[src/rtl/cmp_cond_pkg.sv]
package cmp_cond_pkg;

  localparam int CTL_W   = 16;
  localparam int STAT_IX = 15;

  // Writable control bits 10:0, MSB first
  typedef struct packed {
    logic       rlvl;   // bit 10 manual reference level
    logic       rman;   // bit 9  manual reference mode
    logic       esel;   // bit 8  edge select
    logic [1:0] pmode;  // bits 7:6 power mode
    logic [1:0] fdly;   // bits 5:4 filter delay select
    logic       fen;    // bit 3  filter enable
    logic       pol;    // bit 2  output polarity
    logic       exch;   // bit 1  input exchange
    logic       en;     // bit 0  block enable
  } ctl_t;

  localparam int CTL_BITS = $bits(ctl_t);

  localparam logic [1:0] PM_FAST = 2'b00;
  localparam logic [1:0] PM_NORM = 2'b01;

  function automatic logic filt_allowed(input logic [1:0] pm);
    return (pm == PM_FAST) || (pm == PM_NORM);
  endfunction

endpackage

[src/rtl/cmp_sync2.sv]
module cmp_sync2 #(
  parameter int STAGES = 2
) (
  input  logic clk,
  input  logic rst_n,
  input  logic d,
  output logic q
);

  logic [STAGES-1:0] sh_q;

  always_ff @(posedge clk or negedge rst_n) begin
    if (!rst_n) sh_q <= '0;
    else        sh_q <= {sh_q[STAGES-2:0], d};
  end

  assign q = sh_q[STAGES-1];

endmodule

[src/rtl/cmp_glitch_filter.sv]
module cmp_glitch_filter #(
  parameter int DLY0 = 7,
  parameter int DLY1 = 14,
  parameter int DLY2 = 29,
  parameter int DLY3 = 58
) (
  input  logic       clk,
  input  logic       rst_n,
  input  logic       active,
  input  logic [1:0] sel,
  input  logic       din,
  output logic       dout
);

  localparam int MAXD = (DLY3 > DLY2) ? DLY3 : DLY2;
  localparam int CW   = $clog2(MAXD + 1);

  logic [CW-1:0] lim;
  logic [CW-1:0] cnt_q, cnt_d;
  logic          lvl_q, lvl_d;

  always_comb begin
    case (sel)
      2'd0:    lim = CW'(DLY0);
      2'd1:    lim = CW'(DLY1);
      2'd2:    lim = CW'(DLY2);
      default: lim = CW'(DLY3);
    endcase
  end

  // next-state: restart on agreement, commit after lim disagreeing cycles
  always_comb begin
    cnt_d = cnt_q;
    lvl_d = lvl_q;
    if (!active) begin
      lvl_d = din;
      cnt_d = '0;
    end else if (din == lvl_q) begin
      cnt_d = '0;
    end else if (cnt_q >= lim - CW'(1)) begin
      lvl_d = din;
      cnt_d = '0;
    end else begin
      cnt_d = cnt_q + CW'(1);
    end
  end

  always_ff @(posedge clk or negedge rst_n) begin
    if (!rst_n) begin
      cnt_q <= '0;
      lvl_q <= 1'b0;
    end else begin
      cnt_q <= cnt_d;
      lvl_q <= lvl_d;
    end
  end

  assign dout = active ? lvl_q : din;

  // no commit while the disagreement is younger than the count
  p_hold_early_r4: assert property (@(posedge clk) disable iff (!rst_n)
    (active && (din != lvl_q) && (cnt_q < lim - CW'(1))) |=> (lvl_q == $past(lvl_q)));

  // counter never exceeds the longest delay
  p_cnt_bound_r6: assert property (@(posedge clk) disable iff (!rst_n)
    cnt_q < CW'(MAXD));

endmodule

[src/rtl/cmp_edge_flags.sv]
module cmp_edge_flags (
  input  logic clk,
  input  logic rst_n,
  input  logic en,
  input  logic lvl,
  input  logic esel,
  input  logic clr_main,
  input  logic clr_inv,
  output logic flag_main,
  output logic flag_inv
);

  logic e_now, e_q;
  logic set_main, set_inv;
  logic fm_d, fi_d;

  // edge select folds into the tracked level, so toggling it looks like an edge
  assign e_now    = lvl ^ esel;
  assign set_main = en &  e_now & ~e_q;
  assign set_inv  = en & ~e_now &  e_q;

  always_comb begin
    fm_d = set_main | (flag_main & ~clr_main);
    fi_d = set_inv  | (flag_inv  & ~clr_inv);
  end

  always_ff @(posedge clk or negedge rst_n) begin
    if (!rst_n) begin
      e_q       <= 1'b0;
      flag_main <= 1'b0;
      flag_inv  <= 1'b0;
    end else begin
      e_q       <= e_now;
      flag_main <= fm_d;
      flag_inv  <= fi_d;
    end
  end

  // sticky without a clear
  p_sticky_r9: assert property (@(posedge clk) disable iff (!rst_n)
    (flag_main && !clr_main) |=> flag_main);

  // set beats a simultaneous clear
  p_set_wins_r9: assert property (@(posedge clk) disable iff (!rst_n)
    (set_inv && clr_inv) |=> flag_inv);

  // nothing sets while disabled
  p_off_noflag_r12: assert property (@(posedge clk) disable iff (!rst_n)
    (!en && !flag_main) |=> !flag_main);

endmodule

[src/rtl/cmp_out_cond.sv]
module cmp_out_cond
  import cmp_cond_pkg::*;
#(
  parameter int DLY0 = 7,
  parameter int DLY1 = 14,
  parameter int DLY2 = 29,
  parameter int DLY3 = 58,
  parameter int SYNC_STAGES = 2
) (
  input  logic             clk,
  input  logic             rst_n,
  input  logic             cmp_raw,
  input  logic [1:0]       ref_src,
  input  logic             ctl_we,
  input  logic [CTL_W-1:0] ctl_wdata,
  output logic [CTL_W-1:0] ctl_rdata,
  input  logic             clr_main,
  input  logic             clr_inv,
  output logic             cond_out,
  output logic             flag_main,
  output logic             flag_inv,
  output logic             ref_sel
);

  localparam int RSV_W = STAT_IX - CTL_BITS;

  ctl_t ctl_q, ctl_d;
  logic raw_s, xch_lvl, filt_lvl, pol_lvl;
  logic out_q, out_d;
  logic filt_on, ref_pick;

  // control register
  always_comb begin
    ctl_d = ctl_q;
    if (ctl_we) ctl_d = ctl_t'(ctl_wdata[CTL_BITS-1:0]);
  end

  always_ff @(posedge clk or negedge rst_n) begin
    if (!rst_n) ctl_q <= '0;
    else        ctl_q <= ctl_d;
  end

  cmp_sync2 #(.STAGES(SYNC_STAGES)) u_sync (
    .clk(clk), .rst_n(rst_n), .d(cmp_raw), .q(raw_s)
  );

  assign xch_lvl = raw_s ^ ctl_q.exch;
  assign filt_on = ctl_q.fen & filt_allowed(ctl_q.pmode);

  cmp_glitch_filter #(
    .DLY0(DLY0), .DLY1(DLY1), .DLY2(DLY2), .DLY3(DLY3)
  ) u_filt (
    .clk(clk), .rst_n(rst_n), .active(filt_on), .sel(ctl_q.fdly),
    .din(xch_lvl), .dout(filt_lvl)
  );

  assign pol_lvl = filt_lvl ^ ctl_q.pol;
  assign out_d   = ctl_q.en & pol_lvl;

  always_ff @(posedge clk or negedge rst_n) begin
    if (!rst_n) out_q <= 1'b0;
    else        out_q <= out_d;
  end

  assign cond_out = out_q;

  cmp_edge_flags u_flags (
    .clk(clk), .rst_n(rst_n), .en(ctl_q.en), .lvl(out_q), .esel(ctl_q.esel),
    .clr_main(clr_main), .clr_inv(clr_inv),
    .flag_main(flag_main), .flag_inv(flag_inv)
  );

  assign ref_pick  = ctl_q.rman ? ctl_q.rlvl : out_q;
  assign ref_sel   = (ref_src != 2'b11) & ref_pick;
  assign ctl_rdata = {out_q, {RSV_W{1'b0}}, ctl_q};

  // disabled block drives a low output
  p_off_low_r12: assert property (@(posedge clk) disable iff (!rst_n)
    !ctl_q.en |=> !cond_out);

  // no reference switching for the external source code
  p_ref_src_r11: assert property (@(posedge clk) disable iff (!rst_n)
    (ref_src == 2'b11) |-> !ref_sel);

  // automatic hysteresis tracks the output
  p_ref_auto_r10: assert property (@(posedge clk) disable iff (!rst_n)
    ((ref_src != 2'b11) && !ctl_q.rman) |-> (ref_sel == cond_out));

endmodule

[config.mk]
export PLATFORM = sky130hd
export DESIGN_NAME = cmp_out_cond
export DESIGN_NICKNAME = d
export VERILOG_FILES = /design/src/rtl/cmp_cond_pkg.sv /design/src/rtl/cmp_sync2.sv /design/src/rtl/cmp_glitch_filter.sv /design/src/rtl/cmp_edge_flags.sv /design/src/rtl/cmp_out_cond.sv
export SDC_FILE = /design/constraint.sdc
export NUM_CORES = 1
export LEC_CHECK = 0
export CORE_MARGIN = 4
export CORE_UTILIZATION = 45
export DETAILED_ROUTE_END_ITERATION = 16
export PLACE_DENSITY = 0.81
export SLEW_MARGIN = 20
export SYNTH_ARGS = -nofsm -noshare
export SYNTH_HDL_FRONTEND = slang
export SYNTH_SLANG_ARGS = --single-unit
[constraint.sdc]
create_clock -name clk -period 3.1 [get_ports clk]
set_input_delay 0.465 -clock clk [delete_from_list [all_inputs] [get_ports clk]]
set_output_delay 0.465 -clock clk [all_outputs]
set_load 0.02 [all_outputs]
==> metrics.md, run 1 <==
| Metric | Value |
|---|---|
| Outcome | finished clean |
| Cts bufs inserted | 3 |
| Final WS setup | 0.958 ns |
| Leak Pwr | between 0.6 and 0.7 nW |
| Io pins | 44 |
| Antenna-violating nets left | 0 |
| CTS root buffer | clkbuf_4 |
| Layout cells sized above 1 | 15.2% |
| Drt wl/cell | 13.4 um |
| DR iter-0 viols | 8 |
| VDD IR max | 364 uV |
| Vias | 793 |
| Reg2Reg Depth | 7 |
| Arrival time at the worst endpoint | roughly 2.4 ns |
| CTS tree | yes |
| Max-cap viol count | 0 |
| Rel. slew slack | between 60% and 70% |
| Slowest cell on the critical path | dfrtp_1 |
| Clock transition at path regs | 0.13 ns |
| Hold Path Class | register to register |
| Number of global-route vias before repair | ~910 |
| PortBufs | 34 |
| WL final | between 2000 and 2500 um |
| Setup-failing EPs final | 0 |
| Final Net Count | 164 |
| Clock Power Share | about a fifth |
| Hold Buf Count CTS | 0 |
| Grt ovf | 0 |
| Die Height | about 60 um |
| Initial antenna violation count | 0 |
| DR DRC count | 0 |
| Slowest stage delay, CP | roughly 0.43 ns |
| Sequential power share | between 40% and 50% |
| Worst path cell trace | or2_2 > inv_1 > ha_1 > a21o_1 > a2111oi_4 > o21ai_2 > mux2_4 |
| Power Density | between 400 and 500 nW/um^2 |
| Die W | ~59 um |
| Wire length of the first global-routing pass | between 3000 and 4000 um |
| Vias per inst | 4.90 |
| FF/Latch Area | 601 um^2 |
| Internal | 537 uW |
| Num rows | 18 |
| Placed insts | about 160 |
| Longest Clk Path Bufs | 2 |
| Pwr Total | approximately 760 uW |
| M3 GR Usage | ~4.6% |
| Netlist Area Pre-Place | around 1200 um^2 |
| GR Util met2 | around a quarter |
| Fin crit share | 69.1% |
| Finished Layout Cells | ~160 |
| Pre-CTS WS | slightly below 1 ns |
| Area of the multi-input gates | around 500 um^2 |
| Top FF cell, synth | dfrtp_1 |
| Switching power | 226 uW |
| Crit Path Class | register to register |
| Post-synth EDFFs | 0 |
| CTS sink cnt | 24 |
| Most Crowded Layer GR | met2 |
| Synth unique cells | 26 |
| Fin. max-slew vios | 0 |
| Global Route Usage Sum | ~14% |
| Number of post-CTS setup repair buffers | 0 |
| Core region area | between 2000 and 2500 um^2 |
| P&R area growth vs syn | 31.5% |
| RSZ-0062 raised after global routing | no |
| Met1 Use GR | 13.8% |
| Post-synthesis async set-or-reset flop share | 100% |
| GPL Wtd Cong | between 0.7 and 0.8 |
| #FFs+latches synth | 24 |
| Sw Ratio | between 20% and 30% |
| Comb pwr share | approximately 29% |
| Hold Fails Final Rpt | 0 |
| Worst-margin pin slew | 0.512 ns |
| Cells after Synth | roughly 100 |
| Fmax achieved | ~0.47 GHz |
| Number of diodes | 0 |
| CP startpoint kind | register |
| Largest net degree at the start of global routing | 25 |
| Clock Skew | 0.00269 ns |
| Setup crit end kind | register |
| Pre-Repair DR Iteration Count | 3 |
| CP max FO | 4 |
| Final Cell Area | roughly 1600 um^2 |
| DP HPWL | around 1700 um |
| Final min period | around 2.1 ns |
| Fill count | ~210 |
| Latest clock arrival within the worst-skew pair | 0.31 ns |
| Die area | around 3500 um^2 |
| Final setup TNS | 0 ns |
| Initial Util | a little under half |
| CTS H-tree depth | 1 |
| Hold depth | 0 |
| Seq/Total Area, Yosys | 50.8% |
| Syn Area/Cell | around 12 um^2 |
| Critical Path RT | 3.31 ns |
| Syn. warnings | 0 |
| Placed Area | approximately 1500 um^2 |
| CTS resizes | 0 |
-- flip-flops by register name, indices dropped and copies added, names as in the netlist --
register	flops
u_flags.e_q	1
u_sync.sh_q	2
u_filt.lvl_q	1
u_flags.flag_main	1
u_flags.flag_inv	1
u_filt.cnt_q	6
ctl_rdata	11
cond_out	1
-- synth_stat cells, drive strengths merged (2+ instances only) --
cell type | number | area share (%)
dfrtp | 24 | 51
ha | 7 | 7.4
and2 | 4 | 2.1
nand3 | 3 | 1.3
buf | 8 | 4.8
inv | 7 | 2.2
mux2 | 11 | 11
xnor2 | 3 | 2.2
o21ai | 3 | 1.6
xor2 | 5 | 3.7
nand2 | 3 | 0.95
nor2 | 7 | 2.2
nand2b | 2 | 1.1
a21oi | 2 | 0.85
mux2i | 2 | 1.7
-- layout make-up --
class	count	area share (%)
timing repair buffer	35	22.4
tap	30	2.41
clock buffer	4	2.33
multi-input combinational	62	32.6
inverter	7	1.69
sequential	24	38.6
-- stage by stage --
stage | hold slack, ns | utilization (%)
detailed placement | 0.357 | 60.8
finish | 0.379 | 62.2
global route | 0.393 | 62.2
CTS | 0.388 | 62.2
floorplan | 0.169 | -
global placement | 0.334 | 60.8
-- per-layer routing --
metal,up-vias,part of all wire (%)
li1,380,-
met1,381,37
met2,30,54
met3,2,8.2
met4,0,0.51
met5,-,0
-- power groups by stage --
| stage | Sequential, mW | Clock, mW | Combinational (mW) |
|---|---|---|---|
| 2_1_floorplan | 0.405 | 0 | 0.106 |
| 3_3_place_gp | 0.380 | 0 | 0.220 |
| 3_5_place_dp | 0.382 | 0 | 0.228 |
| 4_1_cts | 0.377 | 0.172 | 0.228 |
| 5_1_grt | 0.381 | 0.181 | 0.245 |
| 6_report | 0.376 | 0.164 | 0.224 |
-- logic make-up (layout without fill, tap and decap cells) --
group                    after synthesis  count (layout)  synth area share, %
flip-flops                            24              24                 50.8
AND/OR/NAND/NOR                       21              21                 8.78
buffers and inverters                 16              46                 7.30
multiplexers                          13              13                 12.5
AO/OA/AOI/OAI                          9               9                 6.99
XOR/XNOR                               8               8                 5.93
adder cells (fa/ha/maj)                7               7                 7.41
other                                  1               4                0.317
-- final timing paths --
check | from | end | slack [ns]
worst min register to register | u_sync.sh_q[0]$_DFF_PN0_ | u_sync.sh_q[1]$_DFF_PN0_ | 0.38
max in group asynchronous | rst_n | u_sync.sh_q[0]$_DFF_PN0_ | 2.38
min in group asynchronous | rst_n | ctl_rdata[5]$_DFFE_PN0P_ | 0.49
worst min-delay path | u_sync.sh_q[0]$_DFF_PN0_ | u_sync.sh_q[1]$_DFF_PN0_ | 0.38
worst max-delay path | ctl_rdata[5]$_DFFE_PN0P_ | u_filt.lvl_q$_DFFE_PN0P_ | 0.96
worst max register to register | ctl_rdata[5]$_DFFE_PN0P_ | u_filt.lvl_q$_DFFE_PN0P_ | 0.96
-- cells in the final DEF, fill, tap and decap left out --
cell type | Yosys | layout
nor2_1 | 7 | 7
nand2b_1 | 2 | 2
nand2_1 | 3 | 3
nand3b_1 | 1 | 1
o21ai_0 | 2 | 2
or2_2 | 1 | 1
dfrtp_1 | 24 | 24
mux2_4 | 1 | 1
nand3_1 | 3 | 3
mux2_2 | 10 | 10
clkbuf_4 | 0 | 3
conb_1 | 1 | 4
o21ai_2 | 1 | 1
a2111oi_4 | 1 | 1
mux2i_1 | 2 | 2
o22ai_1 | 1 | 1
ha_1 | 7 | 7
and2_1 | 4 | 4
inv_1 | 7 | 7
buf_4 | 7 | 1
clkbuf_8 | 0 | 1
xnor2_1 | 3 | 3
xor2_1 | 5 | 5
a21oi_1 | 2 | 2
a21o_1 | 1 | 1
o211ai_2 | 1 | 1
clkdlybuf4s50_1 | 0 | 34
-- worst max-delay path, delay by kind of cell, from the launching register on --
kind	cells	cell delay [ns]
buf+inv	1	0.07
mux	1	0.31
simple gates	1	0.32
compound gates	3	0.70
flops	1	0.43
fa+ha+maj	1	0.23
Note: power is estimated with default switching activity, not from simulation.
==> run 2, diff against run 1 <==
Settings changed: CORE_UTILIZATION 45 to 43, PLACE_DENSITY 0.81 to 0.78.
Clock period 3.1 ns to 2 ns, I/O delays scaled along.
==> metrics.md, run 2 (synthesized netlist as in run 1, its figures left out) <==
| Metric | Value |
|---|---|
| Outcome | finished, violations left |
| Failing checks | setup timing |
| Placed Area | 1550 um^2 (+2.1%) |
| DR iter-0 viols | 8 (unchanged) |
| CTS tree | yes |
| Final Net Count | 168 (+2.4%) |
| Fin crit share | 103% (+34 points) |
| Drt wl/cell | 13.5 um (+0.19%) |
| GPL Wtd Cong | 0.765 (+5.8%) |
| Layout cells sized above 1 | 19.9% (+4.7 points) |
| Worst path cell trace | or2_4 > inv_4 > ha_4 > a21o_1 > a2111oi_4 > o21ai_2 > mux2_4 |
| FF-to-FF setup slack | -0.06 ns (-1.02 ns) |
| WL final | 2230 um (+2.7%) |
| Hold Fails Final Rpt | 0 (unchanged) |
| CTS root buffer | clkbuf_4 |
| Pre-Repair DR Iteration Count | 2 (-1) |
| Leak Pwr | 0.721 nW (+3.1%) |
| Critical Path RT | 2.20 ns (-1.11 ns) |
| CP startpoint kind | register |
| Internal | 814 uW (+51%) |
| Wire length of the first global-routing pass | 3950 um (+7.3%) |
| Sw Ratio | 30.5% (+0.89 points) |
| Final min period | 2.06 ns (-0.0794 ns) |
| Number of global-route vias before repair | 945 (+4.1%) |
| Longest Clk Path Bufs | 2 (unchanged) |
| CTS sink cnt | 24 (unchanged) |
| Grt ovf | 0 (unchanged) |
| VDD IR max | 544 uV (+50%) |
| Cts bufs inserted | 3 (unchanged) |
| Die Height | 60.4 um (+2.0%) |
| DR WL met3 | 204 um (+15%) |
| Crit Path Class | register to register |
| Clock Skew | 0.0205 ns (+0.0178 ns) |
| Switching power | 357 uW (+58%) |
| Num rows | 18 (unchanged) |
| Slowest stage delay, CP | 0.45 ns (+0.02 ns) |
| Comb pwr share | 31.8% (+2.5 points) |
| M1 WL | 848 um (+4.7%) |
| Fill count | 203 (-4.2%) |
| Reg2Reg Depth | 7 (unchanged) |
| Sequential power share | 49.7% (+0.4 points) |
| Setup crit end kind | register |
| WL met2 | 1170 um (-0.51%) |
| Io pins | 44 (unchanged) |
| CP delay by family, top | compound AO/OA/AOI/OAI gates |
| Core region area | 2540 um^2 (+1.8%) |
| Setup-failing EPs final | 1 (+1) |
| Fin. max-slew vios | 0 (unchanged) |
| WP buf/inv | 1 (unchanged) |
| Initial Util | 46.5% (-0.84 points) |
| CTS H-tree depth | 1 (unchanged) |
| PortBufs | 34 (unchanged) |
| Final Cell Area | 1610 um^2 (+3.3%) |
| Terminus of the critical flop-to-flop path | u_filt.lvl_q$_DFFE_PN0P_ |
| Vias | 815 (+2.8%) |
| Max-cap viol count | 0 (unchanged) |
| Antenna-violating nets left | 0 (unchanged) |
| RR Startpoint | ctl_rdata[5]$_DFFE_PN0P_ |
| Clock Power Share | 18.4% (-3.0 points) |
| Clock transition at path regs | 0.14 ns (about the same) |
| Die W | 60.4 um (+2.0%) |
| Top sig layer | met4 |
| Latest clock arrival within the worst-skew pair | 0.32 ns (about the same) |
| Most frequent cells in the layout | 33 x clkdlybuf4s50_1, 22 x dfrtp_1, 10 x mux2_2 |
| Die area | 3650 um^2 (+4.0%) |
| P&R area growth vs syn | 35.9% |
| Vias per inst | 4.91 (+0.30%) |
| Global Route Usage Sum | 14.3% (+0.51 points) |
| Power Density | 729 nW/um^2 (+49%) |
| Slowest cell on the critical path | dfrtp_2 |
| Final WS setup | -0.0622 ns (-1.02 ns) |
| Commonest non-fill, non-tap cell in the layout | clkdlybuf4s50_1 |
| Fmax achieved | 0.485 GHz (+3.9%) |
| Largest net degree at the start of global routing | 25 (unchanged) |
| Hold Path Class | input pin to asynchronous set/reset pin |
| Crit. Startpoint | ctl_rdata[5]$_DFFE_PN0P_ |
| Number of diodes | 0 (unchanged) |
| DP HPWL | 1820 um (+4.9%) |
| DR DRC count | 0 (unchanged) |
| Max reg flops | 11 (unchanged) |
| Initial antenna violation count | 0 (unchanged) |
| RSZ-0062 raised after global routing | yes |
| Pwr Total | 1.17 mW (+53%) |
| CP max FO | 4 (unchanged) |
| Arrival time at the worst endpoint | 2.26 ns (-0.09 ns) |
==> run 2: what timing repair did <==
item,in CTS,in global routing
resized for setup,2,1
setup endpoints to repair,7,8
buffers inserted,0,2
pin swaps,1,7
hold buffers,0,0
==> run 2: final cells by class <==
cell class	count	area, um^2	share of cell area, %
sequential	24	603	37.5
tap	30	37.5	2.34
clock buffer	4	26.3	1.64
inverter	7	28.8	1.79
timing repair buffer	39	380	23.7
multi-input combinational	62	531	33.0
==> run 2: power groups by stage <==
stage / Sequential (mW) / Combinational [mW] / Clock [mW]
2_1_floorplan: 0.628 / 0.168 / 0
3_3_place_gp: 0.588 / 0.353 / 0
3_5_place_dp: 0.593 / 0.364 / 0
4_1_cts: 0.584 / 0.375 / 0.233
5_1_grt: 0.594 / 0.406 / 0.250
6_report: 0.582 / 0.373 / 0.216
==> run 2: how the worst max path moves through the flow <==
stage	cells past startpoint	slack [ns]	endpoint
floorplan	7	-0.009	u_filt.lvl_q$_DFFE_PN0P_
global placement	7	0.05	u_filt.lvl_q$_DFFE_PN0P_
detailed placement	8	-0.03	u_filt.cnt_q[5]$_DFF_PN0_
CTS	7	-0.06	u_filt.lvl_q$_DFFE_PN0P_
global route	7	-0.13	u_filt.lvl_q$_DFFE_PN0P_
finish	7	-0.06	u_filt.lvl_q$_DFFE_PN0P_
==> run 2: per-stage QoR <==
| stage | cells | hold WS [ns] | setup TNS [ns] | setup slack [ns] | util [%] |
|---|---|---|---|---|---|
| after floorplan | 102 | 0.00441 | -0.00880 | -0.00880 | - |
| after global placement | 160 | 0.334 | 0 | 0.0508 | 61.0 |
| after detailed placement | 160 | 0.357 | -0.0961 | -0.0251 | 61.0 |
| after CTS | 164 | 0.308 | -0.0591 | -0.0591 | 62.4 |
| after global routing | 166 | 0.318 | -0.352 | -0.125 | 63.1 |
| final | 166 | 0.307 | -0.0622 | -0.0622 | 63.1 |
==> run 2: per-layer routing <==
metal | vias to the layer above | GRT usage [%]
met5 | - | 0
met1 | 390 | 14.6
met2 | 29 | 27.2
met3 | 2 | 6.38
met4 | 0 | 2.79
li1 | 394 | -
==> run 3, diff against run 2 <==
Settings changed: CORE_UTILIZATION 43 to 45, PLACE_DENSITY 0.78 to 0.81.
Clock period 2 ns to 2.6 ns, I/O delays scaled along.
==> metrics.md, run 3 (synthesized netlist as in run 1, its figures left out) <==
| Metric | Value |
|---|---|
| CTS resizes | 0 (-2) |
| Final Cell Area | 1570 um^2 (-2.2%) |
| PortBufs | 34 (unchanged) |
| CTS tree | yes |
| WP buf/inv | 1 (unchanged) |
| Fin util | 62.9% (-0.26 points) |
| Fill count | 199 (-2.0%) |
| Latest clock arrival within the worst-skew pair | 0.30 ns (-0.02 ns) |
| Fmax achieved | 0.474 GHz (-2.3%) |
| Layout cells sized above 1 | 15.2% (-4.7 points) |
| Setup crit end kind | register |
| Clock Skew | 0.00596 ns (-0.0146 ns) |
| Leak Pwr | 0.706 nW (-2.0%) |
| CP max FO | 5 (+1) |
| Outcome | finished clean |
| Power Density | 618 nW/um^2 (-15%) |
| Largest net degree at the start of global routing | 25 (unchanged) |
| Critical Path RT | 2.80 ns (+0.60 ns) |
| Hold Fails Final Rpt | 0 (unchanged) |
| Commonest non-fill, non-tap cell in the layout | clkdlybuf4s50_1 |
| Clock transition at path regs | 0.13 ns (about the same) |
| Slowest stage delay, CP | 0.44 ns (about the same) |
| Placed Area | 1520 um^2 (-2.1%) |
| CTS sink cnt | 24 (unchanged) |
| FF-to-FF setup slack | 0.49 ns (+0.55 ns) |
| Die Height | 59.3 um (-1.9%) |
| Hold depth | 0 |
| Hold Buf Count CTS | 0 (unchanged) |
| Max-cap viol count | 0 (unchanged) |
| Fin crit share | 81.2% (-22 points) |
| CTS H-tree depth | 1 (unchanged) |
| Die area | 3510 um^2 (-3.9%) |
| Number of diodes | 0 (unchanged) |
| Rel. slew slack | around two thirds |
| Hold Path Class | register to register |
| Initial antenna violation count | 0 (unchanged) |
| Terminus of the critical flop-to-flop path | u_filt.lvl_q$_DFFE_PN0P_ |
| Vias per inst | 4.80 (-2.2%) |
| Number of post-CTS setup repair buffers | 0 (unchanged) |
| VDD IR max | 478 uV (-12%) |
| Io pins | 44 (unchanged) |
| Initial Util | 47.3% (+0.84 points) |
| Final min period | 2.11 ns (+0.0480 ns) |
| Wire length of the first global-routing pass | 3350 um (-15%) |
| FF/Latch Area | 601 um^2 (-0.41%) |
| Grt ovf | 0 (unchanged) |
| WL final | 1960 um (-12%) |
| Global Route Usage Sum | 12.5% (-1.8 points) |
| Most frequent cells in the layout | 34 x clkdlybuf4s50_1, 24 x dfrtp_1, 10 x mux2_2 |
| CP startpoint kind | register |
| Worst-margin pin slew | between 0.5 and 0.6 ns |
| DR DRC count | 0 (unchanged) |
| Final setup TNS | 0 ns (+0.0622 ns) |
| RSZ-0062 raised after global routing | no |
| Max reg flops | 11 (unchanged) |
| Pre-Repair DR Iteration Count | 3 (+1) |
| RR Startpoint | ctl_rdata[4]$_DFFE_PN0P_ |
| Drt wl/cell | 12.1 um (-10%) |
| Core region area | 2500 um^2 (-1.8%) |
| CTS root buffer | clkbuf_4 |
| Die W | 59.3 um (-1.9%) |
| Worst hold endpoint | u_sync.sh_q[1]$_DFF_PN0_ |
| Hold Path Origin | u_sync.sh_q[0]$_DFF_PN0_ |
| CP delay by family, top | compound AO/OA/AOI/OAI gates |
| Crit Path Class | register to register |
| Reg2Reg Depth | 7 (unchanged) |
| Cts bufs inserted | 3 (unchanged) |
| Arrival time at the worst endpoint | 2.31 ns (+0.05 ns) |
| GPL Wtd Cong | 0.758 (-0.82%) |
| Num rows | 18 (unchanged) |
| Antenna-violating nets left | 0 (unchanged) |
| Area of the multi-input gates | 507 um^2 (-4.5%) |
| Longest Clk Path Bufs | 2 (unchanged) |
| Fin. max-slew vios | 0 (unchanged) |
| Setup-failing EPs final | 0 (-1) |
| Worst path cell trace | or2_2 > inv_1 > ha_1 > a21o_1 > a2111oi_4 > o21ai_2 > mux2_4 |
| DR iter-0 viols | 5 (-3) |
| DP HPWL | 1610 um (-12%) |
| Vias | 778 (-4.5%) |
| Slowest cell on the critical path | dfrtp_1 |
| Number of global-route vias before repair | 830 (-12%) |
| P&R area growth vs syn | 32.9% |
| Final Net Count | 164 (-2.4%) |
run 3: where the power goes:
part	switching, mW	internal (mW)	leakage [nW]
sequential	0.0335	0.415	0.298
combinational	0.123	0.140	0.380
clock	0.103	0.156	0.0279
run 3: worst max path at each step:
stage	startpoint	end	slack (ns)	cells past startpoint
floorplan	ctl_rdata[5]$_DFFE_PN0P_	u_filt.lvl_q$_DFFE_PN0P_	0.47	7
global placement	ctl_rdata[5]$_DFFE_PN0P_	u_filt.lvl_q$_DFFE_PN0P_	0.52	7
detailed placement	ctl_rdata[4]$_DFFE_PN0P_	u_filt.lvl_q$_DFFE_PN0P_	0.50	7
CTS	ctl_rdata[4]$_DFFE_PN0P_	u_filt.lvl_q$_DFFE_PN0P_	0.47	7
global route	ctl_rdata[4]$_DFFE_PN0P_	u_filt.lvl_q$_DFFE_PN0P_	0.36	7
finish	ctl_rdata[4]$_DFFE_PN0P_	u_filt.lvl_q$_DFFE_PN0P_	0.49	7
run 3: area by class of cell:
| type | instances | share of cell area (%) |
|---|---|---|
| Sequential cell | 24 | 38.2 |
| Multi-Input combinational cell | 62 | 32.2 |
| Tap cell | 30 | 2.39 |
| Timing Repair Buffer | 35 | 22.1 |
| Clock inverter | 1 | 1.91 |
| Clock buffer | 3 | 1.43 |
| Inverter | 7 | 1.67 |
run 3: layer usage:
layer | GRT usage, % | share of wire (%) | vias up
li1 | - | - | 382
met1 | 14.9 | 41 | 367
met2 | 21.8 | 50 | 27
met3 | 2.83 | 7.8 | 2
met4 | 4.85 | 0.56 | 0
met5 | 0 | 0 | -
run 3: stage by stage:
stage | hold slack (ns) | cells | total power [mW] | setup WS, ns
2_1_floorplan | 0.0944 | 102 | 0.609 | 0.468
3_3_place_gp | 0.334 | 158 | 0.715 | 0.519
3_5_place_dp | 0.357 | 158 | 0.723 | 0.503
4_1_cts | 0.386 | 162 | 0.987 | 0.475
5_1_grt | 0.387 | 162 | 1.03 | 0.364
6_report | 0.381 | 162 | 0.971 | 0.490
